**src/rtl/retry_arb_pkg.sv**
```systemverilog
package retry_arb_pkg;
  localparam int ARB_REQS    = 3;
  localparam int LEGACY_SLOT = 0;

  // slot after idx, wrapping at n
  function automatic int wrap_next(input int idx, input int n);
    return (idx + 1 >= n) ? 0 : idx + 1;
  endfunction

  // a zero timeout limit behaves as one clock
  function automatic int limit_floor(input int lim);
    return (lim < 1) ? 1 : lim;
  endfunction
endpackage

```
**src/rtl/arb_rr_picker.sv**
```systemverilog
module arb_rr_picker #(
  parameter int N = 3,
  localparam int IW = (N > 1) ? $clog2(N) : 1
) (
  input  logic [N-1:0]  req,
  input  logic [IW-1:0] ptr,
  output logic [N-1:0]  pick
);
  // first set bit at or above start, with wrap; lowest offset wins
  function automatic logic [N-1:0] scan_from(input logic [N-1:0] r, input int start);
    logic [N-1:0] g;
    g = '0;
    for (int k = N - 1; k >= 0; k--) begin
      if (r[(start + k) % N]) begin
        g = '0;
        g[(start + k) % N] = 1'b1;
      end
    end
    return g;
  endfunction

  assign pick = scan_from(req, int'(ptr));
endmodule

```
**src/rtl/arb_lock_timer.sv**
```systemverilog
module arb_lock_timer import retry_arb_pkg::*; #(
  parameter int TW = 8
) (
  input  logic          clk,
  input  logic          rst_n,
  input  logic          run,
  input  logic          clr,
  input  logic [TW-1:0] limit,
  output logic          expire
);
  logic [TW-1:0] cnt_q;
  logic [TW:0]   cnt_nx;
  logic [TW:0]   lim_eff;

  assign lim_eff = (TW+1)'(limit_floor(int'(limit)));
  assign cnt_nx  = {1'b0, cnt_q} + (TW+1)'(1);
  assign expire  = run && (cnt_nx >= lim_eff);

  always_ff @(posedge clk) begin
    if (!rst_n || clr || !run) cnt_q <= '0;
    else                       cnt_q <= cnt_nx[TW-1:0];
  end


  tmr_bound_chk: assert property (@(posedge clk) disable iff (!rst_n)
    run |-> ({1'b0, cnt_q} < lim_eff));
endmodule

```
**src/rtl/retry_lock_arbiter.sv**
```systemverilog
module retry_lock_arbiter import retry_arb_pkg::*; #(
  parameter int N_REQ   = ARB_REQS,
  parameter int LEG_IDX = LEGACY_SLOT,
  parameter int TMO_W   = 8
) (
  input  logic             clk,
  input  logic             rst_n,
  input  logic [N_REQ-1:0] req,
  input  logic             hold_ack,
  input  logic             frame_busy,
  input  logic             cyc_done,
  input  logic             cyc_retry,
  input  logic             host_dt_expired,
  input  logic [TMO_W-1:0] tmo_limit,
  output logic [N_REQ-1:0] gnt,
  output logic             hold_req,
  output logic             locked,
  output logic             tmo_err
);
  localparam int IW = (N_REQ > 1) ? $clog2(N_REQ) : 1;
  localparam logic [N_REQ-1:0] LEG_MASK = N_REQ'(1) << LEG_IDX;

  logic [N_REQ-1:0] gnt_q;
  logic [IW-1:0]    ptr_q;
  logic             lock_q, rel_q, err_q;

  // named internal events
  logic             busy_own, retry_ev, done_ev;
  logic             legacy_retry, legacy_done;
  logic             issue, unlock, tmr_run, tmr_expire;
  logic [N_REQ-1:0] elig, pick;
  logic [IW-1:0]    owner_idx;

  function automatic logic [IW-1:0] slot_of(input logic [N_REQ-1:0] oh);
    logic [IW-1:0] s;
    s = '0;
    for (int i = 0; i < N_REQ; i++) if (oh[i]) s = IW'(i);
    return s;
  endfunction

  assign busy_own     = |gnt_q;
  assign retry_ev     = busy_own && cyc_retry;
  assign done_ev      = busy_own && cyc_done && !cyc_retry;
  assign legacy_retry = retry_ev && gnt_q[LEG_IDX];
  assign legacy_done  = done_ev && gnt_q[LEG_IDX];
  assign elig         = lock_q ? (req & LEG_MASK) : req;
  assign issue        = !busy_own && !rel_q && hold_ack && !frame_busy && (|elig);
  assign tmr_run      = lock_q && !busy_own;
  assign unlock       = legacy_done || host_dt_expired || tmr_expire;
  assign owner_idx    = slot_of(gnt_q);

  arb_rr_picker #(.N(N_REQ)) u_pick (
    .req  (elig),
    .ptr  (ptr_q),
    .pick (pick)
  );

  arb_lock_timer #(.TW(TMO_W)) u_tmr (
    .clk    (clk),
    .rst_n  (rst_n),
    .run    (tmr_run),
    .clr    (legacy_retry),
    .limit  (tmo_limit),
    .expire (tmr_expire)
  );

  always_ff @(posedge clk) begin
    if (!rst_n) begin
      gnt_q  <= '0;
      ptr_q  <= IW'(LEG_IDX);
      lock_q <= 1'b0;
      rel_q  <= 1'b0;
      err_q  <= 1'b0;
    end else begin
      if (issue)                   gnt_q <= pick;
      else if (retry_ev || done_ev) gnt_q <= '0;

      if (done_ev) ptr_q <= IW'(wrap_next(int'(owner_idx), N_REQ));

      if (legacy_retry)   rel_q <= 1'b1;
      else if (!hold_ack) rel_q <= 1'b0;

      if (legacy_retry) lock_q <= 1'b1;
      else if (unlock)  lock_q <= 1'b0;

      if (tmr_expire) err_q <= 1'b1;
    end
  end

  assign gnt      = gnt_q;
  assign hold_req = busy_own || (!rel_q && (|elig));
  assign locked   = lock_q;
  assign tmo_err  = err_q;


  gnt_onehot_chk: assert property (@(posedge clk) disable iff (!rst_n)
    $onehot0(gnt_q));

  grant_idle_chk: assert property (@(posedge clk) disable iff (!rst_n)
    (busy_own && !$past(busy_own)) |-> $past(!frame_busy && hold_ack));

  passive_rel_chk: assert property (@(posedge clk) disable iff (!rst_n)
    legacy_retry |=> (!hold_req && !busy_own));

  lock_only_legacy_chk: assert property (@(posedge clk) disable iff (!rst_n)
    lock_q |-> ((gnt_q & ~LEG_MASK) == '0));

  err_sticky_chk: assert property (@(posedge clk) disable iff (!rst_n)
    err_q |=> err_q);

  host_unlock_chk: assert property (@(posedge clk) disable iff (!rst_n)
    (host_dt_expired && !legacy_retry) |=> !lock_q);

  hold_grant_chk: assert property (@(posedge clk) disable iff (!rst_n)
    (busy_own && !cyc_done && !cyc_retry) |=> $stable(gnt_q));
endmodule

```
**config.mk**
```make
export PLATFORM = sky130hd
export DESIGN_NAME = retry_lock_arbiter
export DESIGN_NICKNAME = d
export VERILOG_FILES = /design/src/rtl/retry_arb_pkg.sv /design/src/rtl/arb_rr_picker.sv /design/src/rtl/arb_lock_timer.sv /design/src/rtl/retry_lock_arbiter.sv
export SDC_FILE = /design/constraint.sdc
export NUM_CORES = 1
export LEC_CHECK = 0
export BUFFER_PORTS_ARGS = -buffer_cell sky130_fd_sc_hd__buf_2
export CAP_MARGIN = 20
export CORE_UTILIZATION = 39
export CTS_CLUSTER_DIAMETER = 100
export DETAILED_ROUTE_END_ITERATION = 16
export PLACE_DENSITY = 0.63
export SLEW_MARGIN = 20
export SYNTH_ARGS = -nofsm -noshare
export SYNTH_HDL_FRONTEND = slang
export SYNTH_SLANG_ARGS = --single-unit
```
**constraint.sdc**
```tcl
create_clock -name clk -period 6.9 [get_ports clk]
set_input_delay 1.725 -clock clk [delete_from_list [all_inputs] [get_ports clk]]
set_output_delay 1.725 -clock clk [all_outputs]
set_load 0.01 [all_outputs]
```
==> impl_metrics.toml, run 1 <==
[timing]
min_period_over_period_pct = 59.6
fin_skew_ns = 0.00760
drv_slew = 0
finalHoldViolCount = 0
max_slew_margin_pct = 76.6
fin_setup_tns_ns = 0
worstMarginPinSlew_ns = 0.342
setup_violations = 0
fmax_mhz = 243
fin_crit_ns = 4.11
rsz0062_at_grt = "no"

[cells_and_area]
stdcell_area_sq_um = 1350
antenna_cells = 0
drive_gt1_share_pct = 17.8
final_cell_mix = "23 x buf_2, 16 x dfxtp_1, 14 x inv_1"
layoutNonFillerInstCount = 200
syn2layout_area_growth_pct = 13.9
final_common_cell = "buf_2"
nets = 201

[clock_network]
cts_tree = "done"
clock_path_buffers = 2
clock_latency_ns = 0.28
clkSlewWorstSetupHoldPaths_ns = 0.10
cts.sinks = 16
numCtsBuffers = 3
cts_hold_buf = 0
cts-root-buf = "clkbuf_4"
h-tree-depth = 1
postCtsSetupBuffers = 0
post_cts_resized = 0

[logic_synthesis]
ys.warnings.count = 0
syn_avg_cell_area_sq_um = 8.06
netlist_instances = 147
synth_area_leader_cell = "dfxtp_1"
synth_seq_cells = 16
syn_area_sq_um = 1180
seq_area_frac_synth_pct = 27.0
synth_top_area_share_pct = 27.0
netlist_top_cells_area = "dfxtp_1 27%, ha_1 14%, nor2b_1 5.8%"
ys_types = 41
synth_nets = 178

[global_routing]
grt_usage_pct = 16.7
grt_overflow = 0
grt_pass1_wl_mm = 4.28
grt_pass1_vias = 963
antenna_found_initial = 0
grt_max_degree = 14

[outcome]
status = "finished with violations"
violations = "DRC"

[floorplan]
dieArea_sq_um = 3260
die_y_um = 57.1
io_pins = 24
core_area_sq_um = 2830
start_util_pct = 41.9
rows = 19
die_x_um = 57.1

[worst_hold_path]
hold_depth = 1
min_path_type = "reg -> reg"
whs_endpoint = "tmo_err"
min_from = "tmo_err"

[place]
placed_area_sq_um = 1310
place_congestion = 0.841
dp_hpwl_mm = 2.12
dp.cells = 196
port_buffers = 23

[critical_path]
reg2reg_depth = 9
rr_startpoint = "u_tmr.cnt_q[2]"
reg2reg_slack_ns = 4.72
worst_path_most_repeated_cell = "buf_2"
cp-end-kind = "output pin"
cp_slowest_cell = "o31a_1"
cpLargestDelayFamily = "buffers and inverters"
crit_chain = "buf_2 > nor2_2 > o31a_1 > nand2_1 > buf_2"
cp.required_ns = 5.18
worstSetupStartpointType = "primary input"
cp_num_buf_inv = 2
path_class = "in -> out"
cpPeakStageDelay_ns = 0.18
crit_path_max_fanout = 6
rr_endpoint = "locked"
crit_arrival_ns = 2.39

[power]
powerDensity_nw_per_um2 = 134
p_clk_share_pct = 33.9
ir_worst_vdd_mv = 0.0821
p_leak_nw = 0.583
switching_power_uw = 44.7
pwr-share-comb_pct = 14.0
sequentialPowerShare_pct = 52.1
swShare_pct = 24.6
intPower_uw = 137

[drt]
vias_per_cell = 5.45
routedWlPerCell_um = 12.7
route.detailed.drc = 4
routed_wl_mm = 2.53
final_antenna_net_count = 0
drtIter0Drc = 41
dr.pass1.iters = 10
num_vias = 1089

[job]
maxCapViolations = 0
==> synthesized netlist by cell type <==
| cell type | n |
|---|---|
| dfxtp_1 | 16 |
| inv_1 | 14 |
| ha_1 | 13 |
| nand3_1 | 11 |
| nor2b_1 | 11 |
| o21ai_0 | 9 |
| a21oi_1 | 8 |
| nor2_1 | 8 |
| nand2_1 | 6 |
| buf_2 | 5 |
| xnor2_1 | 5 |
| nand3b_1 | 4 |
| a31oi_1 | 3 |
| nand2b_1 | 3 |
| a211o_1 | 2 |
| and3_1 | 2 |
| nand4_1 | 2 |
| nor4_1 | 2 |
| a2111oi_0 | 1 |
| a21boi_0 | 1 |
| a21boi_1 | 1 |
| a21o_1 | 1 |
| a22oi_1 | 1 |
| a2bb2o_1 | 1 |
| a32oi_1 | 1 |
| a41o_1 | 1 |
| mux2i_1 | 1 |
| nor2_2 | 1 |
| nor3_1 | 1 |
| nor3b_1 | 1 |
| nor4b_2 | 1 |
| o2111ai_1 | 1 |
| o211ai_1 | 1 |
| o221ai_1 | 1 |
| o22ai_1 | 1 |
| o311a_1 | 1 |
| o31a_1 | 1 |
| o31ai_2 | 1 |
| or2b_1 | 1 |
| or3_1 | 1 |
| xor2_1 | 1 |
==> worst max-delay path by stage <==
stage | from | end | slack (ns) | depth (start not counted)
after floorplan | req[1] | hold_req | 3.07 | 3
after global placement | req[1] | hold_req | 2.79 | 5
after detailed placement | req[1] | hold_req | 2.78 | 5
after CTS | req[1] | hold_req | 2.78 | 5
after global routing | req[1] | hold_req | 2.72 | 5
final | req[1] | hold_req | 2.79 | 5
==> area by class of cell <==
type | count | area, sq um
fill | 287 | 1480
multi-input combinational | 112 | 787
sequential | 16 | 320
timing repair buffer | 23 | 115
inverter | 14 | 52.6
tap | 31 | 38.8
clock buffer | 4 | 36.3
==> power by group through the flow <==
stage	clock (mW)	sequential [mW]	combinational, mW
after floorplan	0	0.0965	0.0149
after global placement	0	0.0967	0.0247
after detailed placement	0	0.0968	0.0256
after CTS	0.0633	0.0946	0.0257
after global routing	0.0682	0.0949	0.0287
final	0.0615	0.0947	0.0254
==> cell families after synthesis <==
group           Yosys count  synth area share (%)
mux                       1                 0.845
xor+xnor                  6                  4.44
simple gates             55                  26.2
buf+inv                  19                  6.55
flops                    16                  27.0
fa+ha+maj                13                  13.7
compound gates           37                  21.2
==> state kept, by name, summed over array words and instances (netlist names) <==
name,count
locked,1
tmo_err,1
u_tmr.cnt_q,8
ptr_q,2
rel_q,1
gnt,3
==> stage by stage <==
stage | util, % | power, mW | setup WS (ns) | hold WS (ns)
CTS | 47.7 | 0.184 | 2.78 | 0.465
detailed placement | 46.4 | 0.122 | 2.78 | 0.442
finish | 47.7 | 0.182 | 2.79 | 0.458
global placement | 46.4 | 0.121 | 2.79 | 0.429
global route | 47.7 | 0.192 | 2.72 | 0.478
floorplan | - | 0.111 | 3.07 | 0.456
==> routing by layer <==
layer	up-vias	wire length (um)	share of wire [%]	global-route usage (%)
met5	-	0	0	0
met4	0	36	1.4	7.32
met3	4	57	2.2	1.81
met2	19	1330	52	30.6
met1	496	1110	44	19.7
li1	570	-	-	-
(Power assumes the default switching activity.)
==> inputs of run 2 (changes only) <==
- clock period: 6.9 -> 3.85 ns (I/O delays scaled with it)
==> run 2 against run 1 <==
Compared with the run above:
- total power rose by 78%
- critical endpoint unchanged
- via count rose by 3.0%
- largest power group unchanged
- routed wire length fell by 1.8%
- the run still ends with DRC left
==> impl_metrics.toml, run 2 (synthesis gave the netlist of run 1 again) <==
[power]
sequentialPowerShare_pct = 52.4
ir_worst_vdd_mv = 0.118
p_leak_nw = 0.583
switching_power_uw = 78.8
swShare_pct = 24.3
powerDensity_nw_per_um2 = 240
p_clk_share_pct = 33.7
p_total_uw = 324
intPower_uw = 245
pwr-share-comb_pct = 13.9

[timing]
worstMarginPinSlew_ns = 0.354
fmax_mhz = 379
fin_setup_tns_ns = 0
fin_crit_ns = 2.64
postLayoutSetupSlackWorst_ns = 1.21
setup_violations = 0
fin_skew_ns = 0.0108
drv_slew = 0
max_slew_margin_pct = 75.8
min_period_over_period_pct = 68.4
rsz0062_at_grt = "no"
hold-worst-slack_ns = 0.461
finalHoldViolCount = 0

[outcome]
status = "finished with violations"
violations = "DRC"

[clock_network]
clock_path_buffers = 2
postCtsSetupBuffers = 0
cts-root-buf = "clkbuf_4"
cts_tree = "done"
h-tree-depth = 1
cts.sinks = 16
cts_hold_buf = 0
numCtsBuffers = 3
clkSlewWorstSetupHoldPaths_ns = 0.10
post_cts_resized = 0
clock_latency_ns = 0.28

[cells_and_area]
stdcell_area_sq_um = 1350
final-seq-area_sq_um = 320
multi_input_area_sq_um = 787
final_cell_mix = "23 x buf_2, 16 x dfxtp_1, 14 x inv_1"
antenna_cells = 0
syn2layout_area_growth_pct = 13.9
largest_reg_flops = 8
final_common_cell = "buf_2"
nets = 201
top_register = "u_tmr.cnt_q"
fillers = 286
drive_gt1_share_pct = 17.8

[drt]
route.detailed.drc = 4
num_vias = 1122
dr.pass1.iters = 10
routedWlPerCell_um = 12.4
final_antenna_net_count = 0
routed_wl_mm = 2.49
drtIter0Drc = 37
vias_per_cell = 5.61

[global_routing]
grt_max_degree = 14
grt_overflow = 0
grt_usage_pct = 16.9
antenna_found_initial = 0
grt_pass1_vias = 1062
grt_pass1_wl_mm = 4.41

[floorplan]
io_pins = 24
die_x_um = 57.1
dieArea_sq_um = 3260
start_util_pct = 41.9
rows = 19
die_y_um = 57.1
core_area_sq_um = 2830

[worst_hold_path]
whs_endpoint = "tmo_err"
hold_depth = 1
min_path_type = "reg -> reg"
min_from = "tmo_err"

[critical_path]
path_class = "in -> out"
rr_endpoint = "locked"
worstSetupStartpointType = "primary input"
reg2reg_slack_ns = 1.74
rr_startpoint = "u_tmr.cnt_q[2]"
cp-end-kind = "output pin"
cp.required_ns = 2.89
crit_arrival_ns = 1.67
crit_path_max_fanout = 6
reg2reg_depth = 9

[place]
placed_area_sq_um = 1310
port_buffers = 23
place_congestion = 0.759
dp_hpwl_mm = 2.07
dp_slack_ns = 0.953

[job]
maxCapViolations = 0
-- run 2: power by group through the flow --
stage,clock network (mW),logic (mW),registers (mW)
5_1_grt,0.118,0.0512,0.170
6_report,0.109,0.0450,0.170
3_3_place_gp,0,0.0442,0.173
2_1_floorplan,0,0.0267,0.173
3_5_place_dp,0,0.0453,0.173
4_1_cts,0.112,0.0455,0.170
-- run 2: per-layer routing --
| layer | vias up | track usage [%] | wire [um] |
|---|---|---|---|
| met5 | - | 0 | 0 |
| met4 | 0 | 8.71 | 53 |
| met3 | 6 | 2.27 | 61 |
| met2 | 24 | 30.8 | 1300 |
| met1 | 521 | 19.3 | 1080 |
| li1 | 571 | - | - |
-- run 2: how the worst max path moves through the flow --
stage / from / endpoint / slack, ns / depth (start not counted)
2_1_floorplan: tmo_limit[5] / tmo_err / 1.26 / 8
3_3_place_gp: tmo_limit[5] / tmo_err / 1.00 / 9
3_5_place_dp: tmo_limit[5] / tmo_err / 0.95 / 9
4_1_cts: req[1] / hold_req / 1.22 / 5
5_1_grt: tmo_limit[5] / tmo_err / 1.01 / 9
6_report: req[1] / hold_req / 1.21 / 5
-- run 2: critical path: stages --
cell and delay [ns]:
buf_2 0.14, nor2_2 0.19, o31a_1 0.19, nand2_1 0.06
buf_2 0.14
-- run 2: final cells by class --
type	count	share of cell area [%]
sequential	16	23.7
timing repair buffer	23	8.53
tap	31	2.87
multi-input combinational	112	58.3
inverter	14	3.89
clock buffer	4	2.69
-- run 2: per-stage QoR --
stage | std cells | utilization (%)
floorplan | 147 | -
global placement | 196 | 46.4
detailed placement | 196 | 46.4
CTS | 200 | 47.7
global route | 200 | 47.7
finish | 200 | 47.7
